<file path="src/rtl/async_frame_tx.sv">
module async_frame_tx #(
  parameter int DIV_W   = 16,
  parameter int MAX_LEN = 9
) (
  input  logic               clk,
  input  logic               rst_n,
  input  logic               in_valid,
  output logic               in_ready,
  input  logic [MAX_LEN-1:0] in_word,
  input  logic [DIV_W-1:0]   cfg_div,
  input  logic [3:0]         cfg_len,
  input  logic [2:0]         cfg_parity,
  input  logic [1:0]         cfg_stop,
  input  logic               cfg_msb_first,
  input  logic               cfg_inv_line,
  input  logic               cfg_inv_data,
  output logic               tx_out,
  output logic               busy
);
  localparam int MIN_LEN = 5;
  localparam int CNT_W   = DIV_W + 1;

  typedef enum logic [2:0] {PH_IDLE, PH_START, PH_DATA, PH_PAR, PH_STOP} phase_t;

  phase_t             phase;
  logic [CNT_W-1:0]   cnt;
  logic [3:0]         bit_idx;
  logic [MAX_LEN-1:0] shreg;
  logic [3:0]         len_q;
  logic [DIV_W-1:0]   dv_q;
  logic [CNT_W-1:0]   stop_q;
  logic               par_q, has_par_q, inv_d_q, line_inv_q;

  logic [3:0]         len_c;
  logic [DIV_W-1:0]   dv_c;
  logic [CNT_W-1:0]   dvx_c, stop_c;
  logic [MAX_LEN-1:0] ord_c;
  logic               par_c, has_par_c, lvl;
  logic               last;

  always_comb begin
    if (cfg_len < 4'(MIN_LEN))       len_c = 4'(MIN_LEN);
    else if (cfg_len > 4'(MAX_LEN))  len_c = 4'(MAX_LEN);
    else                             len_c = cfg_len;
  end

  assign dv_c  = (cfg_div < DIV_W'(2)) ? DIV_W'(2) : cfg_div;
  assign dvx_c = {1'b0, dv_c};

  always_comb begin
    for (int i = 0; i < MAX_LEN; i++) begin
      ord_c[i] = 1'b0;
      if (i < int'(len_c)) begin
        for (int j = 0; j < MAX_LEN; j++)
          if (cfg_msb_first && (j == int'(len_c) - 1 - i)) ord_c[i] = in_word[j];
        if (!cfg_msb_first) ord_c[i] = in_word[i];
      end
    end
  end

  always_comb begin
    has_par_c = 1'b1;
    case (cfg_parity)
      3'd1:    par_c = ~(^ord_c);
      3'd2:    par_c = ^ord_c;
      3'd3:    par_c = 1'b1;
      3'd4:    par_c = 1'b0;
      default: begin par_c = 1'b0; has_par_c = 1'b0; end
    endcase
  end

  always_comb begin
    case (cfg_stop)
      2'd0:    stop_c = dvx_c;
      2'd1:    stop_c = dvx_c + (dvx_c >> 1);
      2'd2:    stop_c = dvx_c << 1;
      default: stop_c = dvx_c >> 1;
    endcase
  end

  assign last = (cnt == '0);

  always_ff @(posedge clk or negedge rst_n) begin
    if (!rst_n) begin
      phase      <= PH_IDLE;
      cnt        <= '0;
      bit_idx    <= '0;
      shreg      <= '0;
      len_q      <= 4'(MIN_LEN);
      dv_q       <= DIV_W'(2);
      stop_q     <= '0;
      par_q      <= 1'b0;
      has_par_q  <= 1'b0;
      inv_d_q    <= 1'b0;
      line_inv_q <= 1'b0;
    end else begin
      if (phase == PH_IDLE) line_inv_q <= cfg_inv_line;
      if (phase != PH_IDLE && !last) cnt <= cnt - 1'b1;
      case (phase)
        PH_IDLE: if (in_valid) begin
          phase     <= PH_START;
          cnt       <= dvx_c - 1'b1;
          shreg     <= ord_c;
          len_q     <= len_c;
          dv_q      <= dv_c;
          stop_q    <= stop_c;
          par_q     <= par_c;
          has_par_q <= has_par_c;
          inv_d_q   <= cfg_inv_data;
        end
        PH_START: if (last) begin
          phase   <= PH_DATA;
          cnt     <= {1'b0, dv_q} - 1'b1;
          bit_idx <= '0;
        end
        PH_DATA: if (last) begin
          if (bit_idx == len_q - 1'b1) begin
            phase <= has_par_q ? PH_PAR : PH_STOP;
            cnt   <= has_par_q ? {1'b0, dv_q} - 1'b1 : stop_q - 1'b1;
          end else begin
            bit_idx <= bit_idx + 1'b1;
            shreg   <= shreg >> 1;
            cnt     <= {1'b0, dv_q} - 1'b1;
          end
        end
        PH_PAR: if (last) begin
          phase <= PH_STOP;
          cnt   <= stop_q - 1'b1;
        end
        PH_STOP: if (last) phase <= PH_IDLE;
        default: phase <= PH_IDLE;
      endcase
    end
  end

  always_comb begin
    case (phase)
      PH_START: lvl = 1'b0;
      PH_DATA:  lvl = shreg[0] ^ inv_d_q;
      PH_PAR:   lvl = par_q ^ inv_d_q;
      default:  lvl = 1'b1;
    endcase
  end

  assign tx_out   = lvl ^ line_inv_q;
  assign in_ready = (phase == PH_IDLE);
  assign busy     = (phase != PH_IDLE);
endmodule

</file>
<file path="config.mk">
export PLATFORM = sky130hd
export DESIGN_NAME = async_frame_tx
export DESIGN_NICKNAME = d
export VERILOG_FILES = /design/src/rtl/async_frame_tx.sv
export SDC_FILE = /design/constraint.sdc
export NUM_CORES = 1
export LEC_CHECK = 0
export BUFFER_PORTS_ARGS = -buffer_cell sky130_fd_sc_hd__buf_2
export CORE_AREA = 5 5 130 119
export DETAILED_ROUTE_END_ITERATION = 8
export DIE_AREA = 0 0 135 124
export PLACE_DENSITY_LB_ADDON = 0.15
export SYNTH_ARGS = -nofsm -noshare
export SYNTH_HDL_FRONTEND = slang
export SYNTH_SLANG_ARGS = --single-unit
</file>
<file path="constraint.sdc">
create_clock -name clk -period 6.6 [get_ports clk]
set_input_delay 0.66 -clock clk [delete_from_list [all_inputs] [get_ports clk]]
set_output_delay 0.66 -clock clk [all_outputs]
set_load 0.05 [all_outputs]
</file>
== After elaboration in Yosys (flattened, before gate mapping) ==
Cells that the tools add are included.

* $add $sub $neg: 16
* $lt $le $gt $ge: 12
* Equality and inequality tests: 90
* Multiplexer cells: 130
* Bitwise operators: 4
* Reduce and logical (&&, ||, !) cells: 104

{| class="wikitable"
|+ Operator list
! operator !! count
|-
| == test 4 x 32 -> 1 bit (first input constant) || 28
|-
| == test 3 x 32 -> 1 bit (first input constant) || 14
|-
| zero test 32 bit || 9
|-
| == test 2 x 32 -> 1 bit (first input constant) || 7
|-
| == test 5 x 32 -> 1 bit (first input constant) || 7
|-
| two-way mux 17 bit || 7
|-
| two-way mux 1 bit || 100
|-
| logical AND 1 bit || 82
|-
| case mux 17 bit (4 select lines) || 1
|-
| case mux 17 bit (3 select lines) || 1
|-
| subtractor 16 x 1 -> 17 bit (second input constant) || 2
|-
| subtractor 17 x 1 -> 17 bit (second input constant) || 2
|-
| two-way mux 9 bit || 3
|-
| == test 4 x 6 -> 1 bit (first input constant) || 4
|-
| subtractor 5 x 4 -> 6 bit (second input constant) || 4
|-
| two-way mux 3 bit || 7
|-
| == test 4 x 5 -> 1 bit (first input constant) || 4
|-
| two-way mux 4 bit || 5
|-
| case mux 9 bit (2 select lines) || 1
|-
| adder 16 x 15 -> 17 bit || 1
|-
| zero test 17 bit || 1
|-
| < comparator 16 x 2 -> 1 bit (second input constant) || 1
|-
| < comparator 3 x 4 -> 1 bit (first input constant) || 4
|-
| two-way mux 16 bit || 1
|-
| 39 further kinds || 60
|}

* Register bits after elaboration: 74
* Bits of input ports: 40
* Output and inout port bits: 3
* Word-level logic and storage cells: 367

== Depth between registers and ports, before layout ==
Gate-level depths: netlist (run 1).

* Word-level depth: 21
* Gate-level depth with buffers: 20
* Gate-level depth less buffers: 19

== Worst setup path before layout (run 1) ==
Ideal clock, no wire load.

* Kind: input port to flip-flop
* From: in cfg_len[2]
* To: reg par_q
* Library setup time: 131 ps
* Arrival time: 4358 ps
* Data required time: 6469 ps
* Setup slack: 2111 ps
* Stages on the path: 20
* Path buffers: 2
* Cells stage by stage: buf_2 -> nand3b_1 -> a21o_1 -> inv_1 -> ha_1 -> buf_2 -> xnor2_2 -> inv_2 -> ha_1 -> or4_1 -> o21ai_0 -> o22a_1 -> o32ai_1 -> a41o_1 -> a32oi_1 -> a21oi_1 -> xnor2_1 -> xnor2_1 -> mux2i_1 -> o31ai_1

* Cells in the longest elaborated chain, start to end: 21
* Elaborated cells between the ends (all ways): 286
* Those cells by class: 9 x add/sub; 11 x order compare; 72 x eq/ne; 102 x mux; 1 x bitwise; 91 x reduce/logical

{| class="wikitable"
|+ RTL lines
! element !! line !! RTL
|-
| start, declared || 11 || <nowiki>input logic [3:0] cfg_len,</nowiki>
|-
| greater-than comparator 4 bit || 43 || <nowiki>else if (cfg_len > 4'(MAX_LEN)) len_c = 4'(MAX_LEN);</nowiki>
|-
| two-way mux 4 bit || 43 ||
|-
| two-way mux 4 bit * || 42 || <nowiki>if (cfg_len < 4'(MIN_LEN)) len_c = 4'(MIN_LEN);</nowiki>
|-
| via len_c[0] || 34 || <nowiki>logic [3:0] len_c;</nowiki>
|-
| subtractor 4 x 1 -> 5 bit || 55 || <nowiki>if (cfg_msb_first && (j == int'(len_c) - 1 - i)) ord_c[i] = in_word[j];</nowiki>
|-
| subtractor 5 x 2 -> 6 bit (tied with other cells) || 55 ||
|-
| zero test 32 bit || 55 ||
|-
| logical AND 1 bit || 55 ||
|-
| two-way mux 1 bit (9 in series) || 55 ||
|-
| two-way mux 1 bit || 56 || <nowiki>if (!cfg_msb_first) ord_c[i] = in_word[i];</nowiki>
|-
| two-way mux 1 bit || 53 || <nowiki>if (i < int'(len_c)) begin</nowiki>
|-
| parity 9 bit * || 64, 65 ||
|-
| NOT 1 bit || 64 || <nowiki>3'd1: par_c = ~(^ord_c);</nowiki>
|-
| case mux 1 bit (3 select lines) * || 63 || <nowiki>case (cfg_parity)</nowiki>
|-
| end signal, assigned || 107 || <nowiki>par_q <= par_c;</nowiki>
|-
| end, declared || 32 || <nowiki>logic par_q, has_par_q, inv_d_q, line_inv_q;</nowiki>
|}

Mark *: on every way through the listed nets, which the timed path passes. The rest lies on a longest branch.
A chain may end at the register's enable or synchronous reset.

== Final worst setup path (run 1) ==
* From: in cfg_len[3]
* To: reg par_q

The elaborated chain is that of the path after synthesis.

==> impl_metrics.toml, run 1 <==
[clocking]
postCtsHoldBufs = 0
insertion_delay_ns = 0.34
cts_max_level = 3
cts_resized = 0
post_cts_buffers = 0
cts_tree = "yes"
clk_pin_slew_worst_paths_ns = 0.06
clock-sinks = 74
clockBufferDepth = 2
numCtsBuffers = 9
root_buffer = "clkbuf_16"

[logic_synthesis]
synthArstFlopShare_pct = 100
ys_seq_area_share_pct = 25.6
synth_top_area_share_pct = 24.5
synth_edf_count = 0
yosysMostFrequentCell = "nand2_1"
synth-seq-cells = 74
synth_cells = 904
ys_types = 78
yosysTopAreaCell = "dfrtp_1"
synth_area_leaders = "dfrtp_1 25%, ha_1 10%, xnor2_1 7.1%"
synthFlopType = "dfrtp_1"
yosys_warnings = 0
netlist_top_cells_count = "131 x nand2_1, 83 x o21ai_0, 71 x dfrtp_1"
synth_nets = 1004
avgSynthCellArea_um2 = 8.02
synth.cell_area_um2 = 7250

[sta]
timing.final.crit_share_pct = 80.0
finClkSkew_ns = 0.00717
rsz0062_at_grt = "no"
period_minus_slack_ns = 5.28
setup_viol = 0
worst_slew_pin_slew_ns = 1.15
hold_viol_final = 0
finalSetupTns_ns = 0
maxSlewHeadroom_pct = 22.8
fmax_mhz = 189
drv_slew = 0

[setup_path]
worstSetupStartpointType = "primary input"
crit_chain = "buf_2 > nand3b_1 > a21o_1 > inv_1 > ha_1 > xnor2_2 > inv_2 > ha_1 > or4_1 > o21ai_0 > o22a_1 > o32ai_1 > a41o_1 > a32oi_1 > a21oi_1 > xnor2_1 > xnor2_1 > mux2i_1 > o31ai_1"
rr_worst_depth = 11
critical-path-slowest-cell = "xnor2_2"
critPathMaxFanout = 18
required_ns = 6.80
worstReg2RegStart = "cnt[7]"
r2r-end = "cnt[7]"
r2r_setup_slack_ns = 2.92
cpPeakStageDelay_ns = 0.57
critical_path_class = "in2reg"
critPathBufInv = 3
crit_arrival_ns = 5.48
endpoint_kind = "flip-flop"
path_delay_family = "compound AO/OA/AOI/OAI gates"

[global_routing]
grt_pass1_vias = 6233
track_usage_pct = 24.4
met2_usage_pct = 33.3
grt_pass1_wl_um = 32900
grtUsageMet3_pct = 2.95
grt_overflow = 0
grt_max_degree = 75
grt.met1_usage_pct = 40.0
top_usage_layer = "met1"
antenna_found_initial = 0

[routing]
dr.pass1.iters = 5
drcViolationCount = 0
num_vias = 6634
drt-vias-per-instance = 6.03
wl_per_cell_um = 17.9
first_iter_violations = 670
wl_um = 19700
ant_nets = 0

[die]
die_height_um = 124
initial_utilization_pct = 52.2
fp-row-count = 41
core_um2 = 13900
die_area_um2 = 16700
ios = 43
die_w_um = 135

[final_layout]
synthToLayoutAreaGrowth_pct = 7.99
antennaDiodeCount = 0
drive_gt1_share_pct = 10.6
post-route-cell-area_um2 = 7830
final_util_pct = 56.3
final_nets = 1002

[worst_hold_path]
worst_hold_path_type = "in2async"

[job]
cap_violations = 0

[placed_design]
post_dp_cell_area_um2 = 7500
port-buffer-count = 42
hpwl_um = 14900
place_congestion = 0.983

[pwr]
peakVddDrop_v = 0.0000933
p_per_area_nw_per_um2 = 176
p_total_mw = 1.38
leakage_nw = 3.48

[run_status]
status = "complete, no violations"
==> worst max-delay path by stage <==
stage / from / to / slack (ns) / cells after the start
final: cfg_len[3] / par_q / 1.32 / 19
after floorplan: cfg_len[2] / par_q / 2.11 / 20
after global placement: cfg_len[3] / par_q / 1.28 / 19
after CTS: cfg_len[3] / par_q / 1.38 / 19
after global routing: cfg_len[3] / par_q / 0.96 / 19
after detailed placement: cfg_len[3] / par_q / 1.03 / 19
==> registers in the layout (all words and copies together) (netlist names) <==
signal      count
cnt            17
dv_q           16
stop_q         17
par_q           1
inv_d_q         1
len_q           4
shreg           9
has_par_q       1
phase           3
line_inv_q      1
bit_idx         4
==> power by group <==
group          internal (mW)  total, mW  leakage (nW)  switching, mW
Clock                  0.334      0.538         0.160          0.204
Combinational          0.142      0.333          2.35          0.191
Sequential             0.479      0.505         0.968         0.0257
Total                  0.955       1.38          3.48          0.420
==> worst reg2reg max path, stage by stage, from the launching register on <==
cell       delay [ns]
dfrtp_1          0.42
or4_1            0.61
or4_4            0.48
nor3_2           0.12
nand4b_1         0.19
nor2_2           0.50
nor2_1           0.16
nand4_1          0.27
nor2_1           0.09
xor2_1           0.16
a2111oi_0        0.39
o22ai_1          0.14
==> cells by family (layout without fill, tap and decap cells) <==
family	Yosys count	after routing	synth area share (%)
DFF	74	74	25.6
adders and majority gates	60	60	10.5
xor gates and xnor gates	88	88	10.8
buffers and inverters	108	111	5.69
and+or+nand+nor	298	298	19.6
AOI/OAI and AO/OA	251	251	22.3
muxes	25	25	5.57
==> metrics by stage <==
step	setup WS (ns)	hold WS, ns	cells
finish	1.32	0.458	1100
global route	0.957	0.508	1100
CTS	1.38	0.488	1100
detailed placement	1.03	0.475	1084
global placement	1.28	0.464	1084
floorplan	2.11	0.364	904
==> layout by cell type, fill, tap and decap left out, types with 12 or more instances in the layout <==
| master | Yosys | final |
|---|---|---|
| a21oi_1 | 40 | 40 |
| buf_2 | 6 | 41 |
| dfrtp_1 | 71 | 71 |
| ha_1 | 59 | 59 |
| inv_1 | 49 | 49 |
| mux4_2 | 12 | 12 |
| nand2_1 | 131 | 130 |
| nand3_1 | 18 | 18 |
| nor2_1 | 49 | 49 |
| nor3_1 | 25 | 25 |
| o21ai_0 | 83 | 83 |
| o22ai_1 | 22 | 22 |
| xnor2_1 | 59 | 59 |
| xor2_1 | 27 | 27 |
==> area by class of cell <==
type                       count  area (um2)
fill                        1290        6070
multi-input combinational    722        4980
clock inverter                 7         100
clock buffer                   9         225
sequential                    74        1860
inverter                      50         188
timing repair buffer          45         235
tap                          193         241
==> layer usage <==
| layer | vias to the layer above | wire length [um] |
|---|---|---|
| li1 | 3220 | - |
| met1 | 3139 | 10100 |
| met2 | 250 | 7890 |
| met3 | 25 | 1450 |
| met4 | 0 | 267 |
| met5 | - | 0 |
No activity file was read; power rests on OpenSTA's default activity.
==> inputs of run 2 (changes only) <==
ABC_AREA = 1   (was not set)
CORE_AREA = 5 5 133 123   (was 5 5 130 119)
DIE_AREA = 0 0 138 128   (was 0 0 135 124)
clock period = 5.5 ns   (was 6.6 ns; I/O delays follow)
==> run 2 against run 1 <==
Global-route usage is 0.14 points lower. Sequential power is 100% higher. Synthesized cell count is 33% higher. Cell count is 30% higher. Flip-flop and latch count stayed put. Wire length is 12% higher. Clock power is 2% higher. Cell area is 5.7% higher. Count of clock-buffer cells in the layout is 1 higher. Critical endpoint unchanged. Largest power group is now combinational cells. Highest routed layer unchanged.
==> impl_metrics.toml, run 2 <==
[clocking]
root_buffer = "clkbuf_16"
clockBufferDepth = 2
insertion_delay_ns = 0.34
cts_max_level = 3
cts_tree = "yes"
clk_pin_slew_worst_paths_ns = 0.06
cts_resized = 0
clock-sinks = 74
post_cts_buffers = 0
postCtsHoldBufs = 0
numCtsBuffers = 9

[logic_synthesis]
synth_nets = 1299
synth_edf_count = 0
synth-seq-cells = 74
synthArstFlopShare_pct = 100
yosysTopAreaCell = "dfrtp_1"
synth_area_leaders = "dfrtp_1 23%, nand2_1 15%, ha_1 9.6%"
synth_top_area_share_pct = 23.2
synth_cells = 1199
ys_seq_area_share_pct = 24.2
avgSynthCellArea_um2 = 6.40
yosysMostFrequentCell = "nand2_1"
ys_types = 44
netlist_top_cells_count = "302 x nand2_1, 154 x inv_1, 127 x nor2_1"
yosys_warnings = 0
synth.cell_area_um2 = 7670
synthFlopType = "dfrtp_1"

[sta]
hold_viol_final = 0
fmax_mhz = 249
worst_slew_pin_slew_ns = 0.944
maxSlewHeadroom_pct = 37.1
timing.final.crit_share_pct = 73.0
rsz0062_at_grt = "no"
period_minus_slack_ns = 4.02
finalSetupTns_ns = 0
setup_viol = 0
drv_slew = 0
finClkSkew_ns = 0.00913

[pwr]
peakVddDrop_v = 0.000320
p_per_area_nw_per_um2 = 400
leakage_nw = 4.11

[die]
die_height_um = 128
die_w_um = 138
die_area_um2 = 17700
initial_utilization_pct = 51.3
ios = 43
core_um2 = 15000
fp-row-count = 43

[worst_hold_path]
worst_hold_path_type = "in2async"

[setup_path]
crit_start = "cfg_len[3]"
endpoint_kind = "flip-flop"
worstReg2RegStart = "len_q[0]"
critPathMaxFanout = 9
worstSetupStartpointType = "primary input"
critical_path_class = "in2reg"
required_ns = 5.73
crit_arrival_ns = 4.25

[final_layout]
multiInputGateArea_um2 = 5040
layout_commonest_cell = "nand2_1"
post-route-cell-area_um2 = 8280
synthToLayoutAreaGrowth_pct = 7.93
final-seq-area_um2 = 1860
final_cell_mix = "302 x nand2_1, 153 x inv_1, 126 x nor2_1"
reg_top3 = "cnt (17), stop_q (17), dv_q (16)"
fillerInstances = 1536
antennaDiodeCount = 0
drive_gt1_share_pct = 6.87
final_nets = 1318

[routing]
num_vias = 7849
drcViolationCount = 0
first_iter_violations = 802
ant_nets = 0
wl_um = 22100
drt-vias-per-instance = 5.51
wl_per_cell_um = 15.5
dr.pass1.iters = 5

[global_routing]
grt_pass1_wl_um = 35200
grtUsageMet3_pct = 3.13
grt_max_degree = 75
top_usage_layer = "met1"
antenna_found_initial = 0
grt.met1_usage_pct = 38.8
met2_usage_pct = 34.9
grt_overflow = 0
grt_pass1_vias = 6803
track_usage_pct = 24.3

[placed_design]
hpwl_um = 17300
place_congestion = 0.952
port-buffer-count = 42
post_dp_cell_area_um2 = 8000

[job]
cap_violations = 0

[run_status]
status = "complete, no violations"
run 2: through the flow:
step,instances,hold slack [ns],power (mW),util (%),setup WS (ns)
floorplan,1199,0.254,2.30,-,2.04
global placement,1409,0.469,2.72,53.5,1.26
detailed placement,1409,0.474,2.74,53.5,1.23
CTS,1425,0.396,3.30,55.3,1.56
global route,1425,0.416,3.59,55.3,0.953
finish,1425,0.344,3.31,55.3,1.48
run 2: layout make-up:
type / count / area share (%)
Timing Repair Buffer: 45 / 2.84
Tap cell: 202 / 3.05
Multi-Input combinational cell: 925 / 60.9
Sequential cell: 74 / 22.4
Clock buffer: 10 / 2.89
Clock inverter: 6 / 0.514
Inverter: 163 / 7.39
run 2: power breakdown:
part,switching (mW),total (mW),internal (mW)
clock,0.232,0.550,0.317
combinational,1.15,1.75,0.600
sequential,0.204,1.01,0.803
total,1.59,3.31,1.72
run 2: critical path, stage by stage:
cell and delay (ns):
buf_2 0.17, inv_2 0.11, nand3_1 0.21, nand2_1 0.13, nand2_1 0.19, inv_1 0.13, ha_1 0.27, xnor2_1 0.63
ha_1 0.31, inv_1 0.12, nand2_1 0.08, nand2_1 0.06, inv_1 0.06, nand4_1 0.08, nand3_1 0.08, nand3_1 0.10
a21oi_1 0.24, nand2_1 0.08, nand2_1 0.09, inv_1 0.04, nand2_1 0.07, nand3_1 0.09, nand2_1 0.08, nand2_1 0.06
nand2_1 0.07, nand2_1 0.04, nand3_1 0.06, nand2_1 0.05
run 2: worst paths after layout:
path                                    to  slack (ns)  cells after the start
worst max register to register     cnt[15]        1.99                     15
min in group clk                   inv_d_q        0.41                      3
worst min-delay path            bit_idx[2]        0.34                      1
worst min register to register    shreg[3]        0.49                      2
worst max-delay path                 par_q        1.48                     28
max in group asynchronous       stop_q[16]        4.54                      1
run 2: layer usage:
metal	wire length [um]	vias up
li1	-	3975
met5	0	-
met4	244	0
met1	11300	3540
met3	1720	19
met2	8790	315
run 2: kinds of logic (layout without fill, tap and decap cells):
family          after synthesis  count (layout)  synth area share, %
xor+xnor                     58              58                 6.62
simple gates                572             572                 31.2
fa+ha+maj                    60              60                 9.89
flops                        74              74                 24.2
compound gates              235             235                 18.0
buf+inv                     200             224                 10.1
